File: config.mk
export PLATFORM = sky130hd
export DESIGN_NAME = mdio_master
export DESIGN_NICKNAME = d
export VERILOG_FILES = /design/src/rtl/mdio_pkg.sv /design/src/rtl/mdio_ctrl.sv /design/src/rtl/mdio_dp.sv /design/src/rtl/mdio_master.sv
export SDC_FILE = /design/constraint.sdc
export NUM_CORES = 1
export LEC_CHECK = 0
export ABC_CLOCK_PERIOD_IN_PS = 6400
export BUFFER_PORTS_ARGS = -buffer_cell sky130_fd_sc_hd__buf_2
export CAP_MARGIN = 20
export CORE_AREA = 2 2 98 100
export CTS_CLUSTER_SIZE = 8
export DETAILED_ROUTE_END_ITERATION = 10
export DIE_AREA = 0 0 100 102
export GPL_TIMING_DRIVEN = 0
export HOLD_SLACK_MARGIN = 0.1
export PLACE_DENSITY = 0.68
export SLEW_MARGIN = 20
export SYNTH_ARGS = -nofsm -noshare
export SYNTH_HDL_FRONTEND = slang
export SYNTH_SLANG_ARGS = --single-unit
File: constraint.sdc
create_clock -name clk -period 6.4 [get_ports clk]
set_input_delay 0.64 -clock clk [delete_from_list [all_inputs] [get_ports clk]]
set_output_delay 0.64 -clock clk [all_outputs]
set_load 0.03 [all_outputs]
File: src/rtl/mdio_pkg.sv
package mdio_pkg;
  localparam logic [5:0] PRE_END    = 6'd32;  // first bit after the preamble
  localparam logic [5:0] TA_FIRST   = 6'd46;  // first turnaround bit
  localparam logic [5:0] LAST_BIT   = 6'd63;
  localparam logic [4:0] STATUS_REG = 5'd1;

  typedef struct packed {
    logic load;      // capture the frame fields
    logic readReq;   // direction requested at load
    logic shift;     // advance the frame register at a falling MDC edge
    logic last;      // final falling edge of the frame
    logic preamble;  // preamble bits in progress
    logic drive;     // master owns MDIO
    logic readOp;    // direction of the frame in progress
  } mdioStrobe_t;
endpackage

File: src/rtl/mdio_ctrl.sv
module mdio_ctrl
  import mdio_pkg::*;
#(
  parameter int DIV_W = 8
) (
  input  logic             clk,
  input  logic             rst,
  input  logic             startReq,
  input  logic             isRead,
  input  logic [DIV_W-1:0] clkDiv,
  output logic             busy,
  output logic             mdc,
  output logic             rdDone,
  output mdioStrobe_t      st
);
  logic [DIV_W-1:0] divHalf;
  logic [DIV_W-1:0] divCnt;
  logic [5:0]       bitCnt;
  logic             rdOp;
  logic             accept;
  logic             tick;
  logic             fallEn;

  assign accept = startReq && !busy;
  assign tick   = busy && (divCnt == divHalf - 1'b1);
  assign fallEn = tick && mdc;

  always_ff @(posedge clk or posedge rst) begin
    if (rst) begin
      busy    <= 1'b0;
      mdc     <= 1'b0;
      rdDone  <= 1'b0;
      rdOp    <= 1'b0;
      divHalf <= '0;
      divCnt  <= '0;
      bitCnt  <= '0;
    end else begin
      rdDone <= fallEn && (bitCnt == LAST_BIT) && rdOp;
      if (accept) begin
        busy    <= 1'b1;
        mdc     <= 1'b0;
        rdOp    <= isRead;
        divHalf <= clkDiv >> 1;
        divCnt  <= '0;
        bitCnt  <= '0;
      end else if (busy) begin
        if (tick) begin
          divCnt <= '0;
          mdc    <= ~mdc;
          if (mdc) begin
            bitCnt <= bitCnt + 1'b1;
            if (bitCnt == LAST_BIT) busy <= 1'b0;
          end
        end else begin
          divCnt <= divCnt + 1'b1;
        end
      end
    end
  end

  always_comb begin
    st.load     = accept;
    st.readReq  = isRead;
    st.shift    = fallEn && (bitCnt >= PRE_END);
    st.last     = fallEn && (bitCnt == LAST_BIT);
    st.preamble = bitCnt < PRE_END;
    st.drive    = busy && (!rdOp || bitCnt < TA_FIRST);
    st.readOp   = rdOp;
  end


  mdc_idle_low_chk: assert property (@(posedge clk) disable iff (rst)
    !busy |-> !mdc);


  op_stable_chk: assert property (@(posedge clk) disable iff (rst)
    busy && $past(busy) |-> $stable(rdOp) && $stable(divHalf));


  done_pulse_chk: assert property (@(posedge clk) disable iff (rst)
    rdDone |=> !rdDone);


  done_idle_chk: assert property (@(posedge clk) disable iff (rst)
    rdDone |-> !busy);
endmodule

File: src/rtl/mdio_dp.sv
module mdio_dp
  import mdio_pkg::*;
(
  input  logic        clk,
  input  logic        rst,
  input  mdioStrobe_t st,
  input  logic [4:0]  phyAddr,
  input  logic [4:0]  regAddr,
  input  logic [15:0] wrData,
  input  logic        mdiIn,
  output logic        mdoOut,
  output logic        mdoEn,
  output logic [15:0] rdData,
  output logic        linkFail
);
  logic [31:0] frameSr;
  logic [4:0]  regHeld;

  always_ff @(posedge clk or posedge rst) begin
    if (rst) begin
      frameSr  <= '0;
      regHeld  <= '0;
      rdData   <= '0;
      linkFail <= 1'b0;
    end else if (st.load) begin
      frameSr <= {2'b01, st.readReq, ~st.readReq, phyAddr, regAddr, 2'b10, wrData};
      regHeld <= regAddr;
    end else if (st.shift) begin
      frameSr <= {frameSr[30:0], mdiIn};
      if (st.last && st.readOp) begin
        rdData <= {frameSr[14:0], mdiIn};
        // bit 2 of the finished word is still at position 1 before this shift
        if (regHeld == STATUS_REG) linkFail <= ~frameSr[1];
      end
    end
  end

  assign mdoEn  = st.drive;
  assign mdoOut = st.drive & (st.preamble | frameSr[31]);


  link_hold_chk: assert property (@(posedge clk) disable iff (rst)
    !st.last |=> $stable(linkFail));


  rd_hold_chk: assert property (@(posedge clk) disable iff (rst)
    !(st.last && st.readOp) |=> $stable(rdData));
endmodule

File: src/rtl/mdio_master.sv
module mdio_master
  import mdio_pkg::*;
#(
  parameter int DIV_W = 8
) (
  input  logic             clk,
  input  logic             rst,
  input  logic [DIV_W-1:0] clkDiv,
  input  logic             startReq,
  input  logic             isRead,
  input  logic [4:0]       phyAddr,
  input  logic [4:0]       regAddr,
  input  logic [15:0]      wrData,
  output logic             busy,
  output logic             rdDone,
  output logic [15:0]      rdData,
  output logic             linkFail,
  output logic             mdc,
  output logic             mdoOut,
  output logic             mdoEn,
  input  logic             mdiIn
);
  mdioStrobe_t st;

  mdio_ctrl #(.DIV_W(DIV_W)) uCtrl (
    .clk(clk), .rst(rst), .startReq(startReq), .isRead(isRead),
    .clkDiv(clkDiv), .busy(busy), .mdc(mdc), .rdDone(rdDone), .st(st)
  );

  mdio_dp uDp (
    .clk(clk), .rst(rst), .st(st), .phyAddr(phyAddr), .regAddr(regAddr),
    .wrData(wrData), .mdiIn(mdiIn), .mdoOut(mdoOut), .mdoEn(mdoEn),
    .rdData(rdData), .linkFail(linkFail)
  );


  mdo_stable_chk: assert property (@(posedge clk) disable iff (rst)
    mdc && $past(mdc) |-> $stable(mdoOut) && $stable(mdoEn));
endmodule

==> results.sh <==
export IMPL_core_mm2=0.00911
export IMPL_die_area_mm2=0.0102
export IMPL_fp_dieW_um=100
export IMPL_setup_viol_count_final=0
export IMPL_start_util_pct=41.6
export IMPL_synthSimpleGateAreaFrac_pct=21.8
export IMPL_timing_rr_start="uCtrl.divHalf[0]$_DFFE_PP0P_"
export IMPL_critPathKind="reg -> reg"
export IMPL_vias=3124
export IMPL_hpwl_mm=6.65
export IMPL_placementRows=35
export IMPL_cp_buffers_inverters=3
export IMPL_grt_pass1_vias=3178
export IMPL_ff2ff_setup_slack_ps=3300
export IMPL_drc=0
export IMPL_synth_ff_type="dfrtp_1"
export IMPL_grt_total_usage_pct=19.7
export IMPL_worstSetupPathDepth=10
export IMPL_avgSynthCellArea_um2=9.70
export IMPL_fillCellCount=897
export IMPL_status="complete, no violations"
export IMPL_synthArstFlopShare_pct=100
export IMPL_fin_util_pct=49.0
export IMPL_yosys_warnings=0
export IMPL_worst_setup_path_start_kind="flop"
export IMPL_final_cell_mix="dfrtp_1, nand2_1, buf_2, nor2_1, inv_1"
export IMPL_place_congestion=0.833
export IMPL_syn_num_nets=432
export IMPL_reg2regPathDepth=10
export IMPL_rsz0062_at_grt="false"
export IMPL_diodes=0
export IMPL_cp_cell_sequence="inv_1, ha_1, nor2b_1, or3_1, a31o_2, nand4b_1, clkbuf_1, clkbuf_1, nand3_1, o211ai_1"
export IMPL_clk_insertion_delay_late_ps=350
export IMPL_crit_path_frequent_cell="clkbuf_1"
export IMPL_synth_top_family_by_area="simple AND/OR/NAND/NOR gates"
export IMPL_root_buffer="clkbuf_8"
export IMPL_ctsHoldBuffers=0
export IMPL_drive_gt1_share_pct=21.7
export IMPL_grt_pass1_wl_mm=15.6
export IMPL_max_freq_mhz=322
export IMPL_muxShareOfSynthArea_pct=5.52
export IMPL_r2r_end="uDp.frameSr[19]$_DFFE_PP0P_"
export IMPL_grt_overflow_total=0
export IMPL_max_stage_delay_ps=450
export IMPL_firstDrtPassIters=4
export IMPL_path_clk_slew_ps=90
export IMPL_port_buffers=59
export IMPL_ant_nets=0
export IMPL_cts_tree="yes"
export IMPL_synth_edf_count=0
export IMPL_max_slew_margin_pct=60.9
export IMPL_cp_required_ps=6610
export IMPL_fin_worst_skew_ps=10.3
export IMPL_clk_path_buf_depth=2
export IMPL_drt_total_wl_mm=9.29
export IMPL_wl_per_cell_um=16.1
export IMPL_via_per_inst=5.42
export IMPL_synth_cell_types=45
export IMPL_antenna_found_initial=0
export IMPL_drtIter0Drc=161
export IMPL_cts_buffers_inserted=9
export IMPL_postSynthCellCount=390
export IMPL_multi_input_area_mm2=0.00163
export IMPL_area_growth_pct=17.8
export IMPL_drv_cap=0
export IMPL_ys_ff_latch=79
export IMPL_synth_compound_area_share_pct=12.8
export IMPL_nNetsFinal=503
export IMPL_cpLargestDelayFamily="simple AND/OR/NAND/NOR gates"
export IMPL_regArea_mm2=0.00198
export IMPL_hold_violations=0
export IMPL_critPathArrivalTime_ps=3310
export IMPL_h_tree_depth=3
export IMPL_synth_seq_area_share_pct=52.2
export IMPL_cts_sinks=79
export IMPL_post_cts_buffers=0
export IMPL_critPathSlowestCell="dfrtp_1"
export IMPL_final_common_cell="dfrtp_1"
export IMPL_ioPinCount=61
export IMPL_fp_dieH_um=102
export IMPL_worst_pin_slew_ps=585
export IMPL_synthAdderAreaFrac_pct=0.992
export IMPL_power_leakage_uw=0.00220
export IMPL_syn_area_mm2=0.00378
export IMPL_grt_max_degree=51
export IMPL_slew_viol_final=0
export IMPL_synth_xor_area_share_pct=2.08
export IMPL_critPathMaxFanout=10
export IMPL_cp_end_kind="flop"
export IMPL_min_period_over_period_pct=48.5
export IMPL_power_density_mw_per_mm2=359
export IMPL_ir_drop_mv=0.188
export IMPL_hold_class="in -> async"
export IMPL_setup_tns_final_ps=0
export IMPL_fin_crit_ps=3100
export IMPL_ctsResizeCount=0
[routing by layer]
layer	track usage (%)	vias up	wire, um
met5	0	-	0
met4	6.85	0	62
met3	4.72	6	400
met2	31.9	92	4580
met1	26.2	1530	4250
li1	-	1496	-
[worst reg2reg max path: cells and delay by family (launching register included)]
| kind | cells | cell delay (ps) |
|---|---|---|
| simple gates | 4 | 1080 |
| buf+inv | 3 | 770 |
| flops | 1 | 450 |
| compound gates | 2 | 390 |
| fa+ha+maj | 1 | 270 |
[cell usage after synthesis, types with 4 or more instances]
master,n,share of area [%]
mux2_2,4,1.2
nor3_1,4,0.53
and3_1,13,2.1
o22ai_1,4,0.66
nand2b_1,11,1.8
nor2b_1,4,0.66
a31oi_1,6,0.99
a21oi_1,8,1.1
nand3_1,20,2.6
xnor2_1,6,1.4
nor2_1,25,2.5
dfrtp_1,79,52
nand2_1,70,6.9
clkbuf_1,14,1.4
a211o_1,7,1.6
mux2i_1,13,3.4
nand4_1,5,0.83
o21ai_0,7,0.93
inv_1,24,2.4
a31o_2,4,0.93
o221a_2,8,2.4
or3_1,4,0.66
o211ai_1,12,2.4
[kinds of logic after synthesis]
logic type,after synthesis
mux,20
fa+ha+maj,3
flops,79
compound gates,65
simple gates,169
xor+xnor,9
buf+inv,45
[report_power, final]
| part | switching, uW | leakage [uW] | total [uW] | internal [uW] |
|---|---|---|---|---|
| Sequential | 132 | 0.000944 | 779 | 648 |
| Combinational | 207 | 0.00115 | 422 | 215 |
| Clock | 182 | 0.000105 | 399 | 217 |
[worst max path at each step]
stage / from / end / slack (ps)
floorplan: rst / uCtrl.bitCnt[0]$_DFFE_PP0P_ / 3740
global placement: rst / uDp.regHeld[3]$_DFFE_PP0P_ / 2780
detailed placement: uCtrl.divHalf[0]$_DFFE_PP0P_ / uDp.frameSr[20]$_DFFE_PP0P_ / 3310
CTS: uCtrl.divHalf[0]$_DFFE_PP0P_ / uDp.frameSr[19]$_DFFE_PP0P_ / 3290
global route: uCtrl.divHalf[0]$_DFFE_PP0P_ / uDp.frameSr[17]$_DFFE_PP0P_ / 3060
finish: uCtrl.divHalf[0]$_DFFE_PP0P_ / uDp.frameSr[19]$_DFFE_PP0P_ / 3300
[per-stage QoR]
stage / total power, uW / area, um^2 / hold WS (ps) / worst slack [ps] / cells
final: 1600 / 4460 / 282 / 3300 / 576
after CTS: 1610 / 4460 / 283 / 3290 / 576
after detailed placement: 1210 / 4250 / 473 / 3310 / 561
after global placement: 1180 / 4220 / 462 / 2780 / 560
after floorplan: 1090 / 3780 / 437 / 3740 / 390
after global routing: 1710 / 4460 / 301 / 3060 / 576
[cell type report]
type	count	area share [%]
Timing Repair Buffer	60	7.24
Tap cell	111	3.11
Clock buffer	9	2.78
Sequential cell	79	44.3
Buffer	21	1.94
Multi-Input combinational cell	266	36.6
Inverter	24	2.08
Clock inverter	6	1.94
[state kept, by name, indices dropped and copies added, names as in the netlist]
name	cells
uDp.frameSr	32
uDp.rdData	16
uCtrl.divCnt	8
uCtrl.divHalf	7
uCtrl.bitCnt	6
uDp.regHeld	5
uCtrl.busy	1
uCtrl.mdc	1
uCtrl.rdDone	1
uCtrl.rdOp	1
uDp.linkFail	1
(Power assumes the default switching activity.)
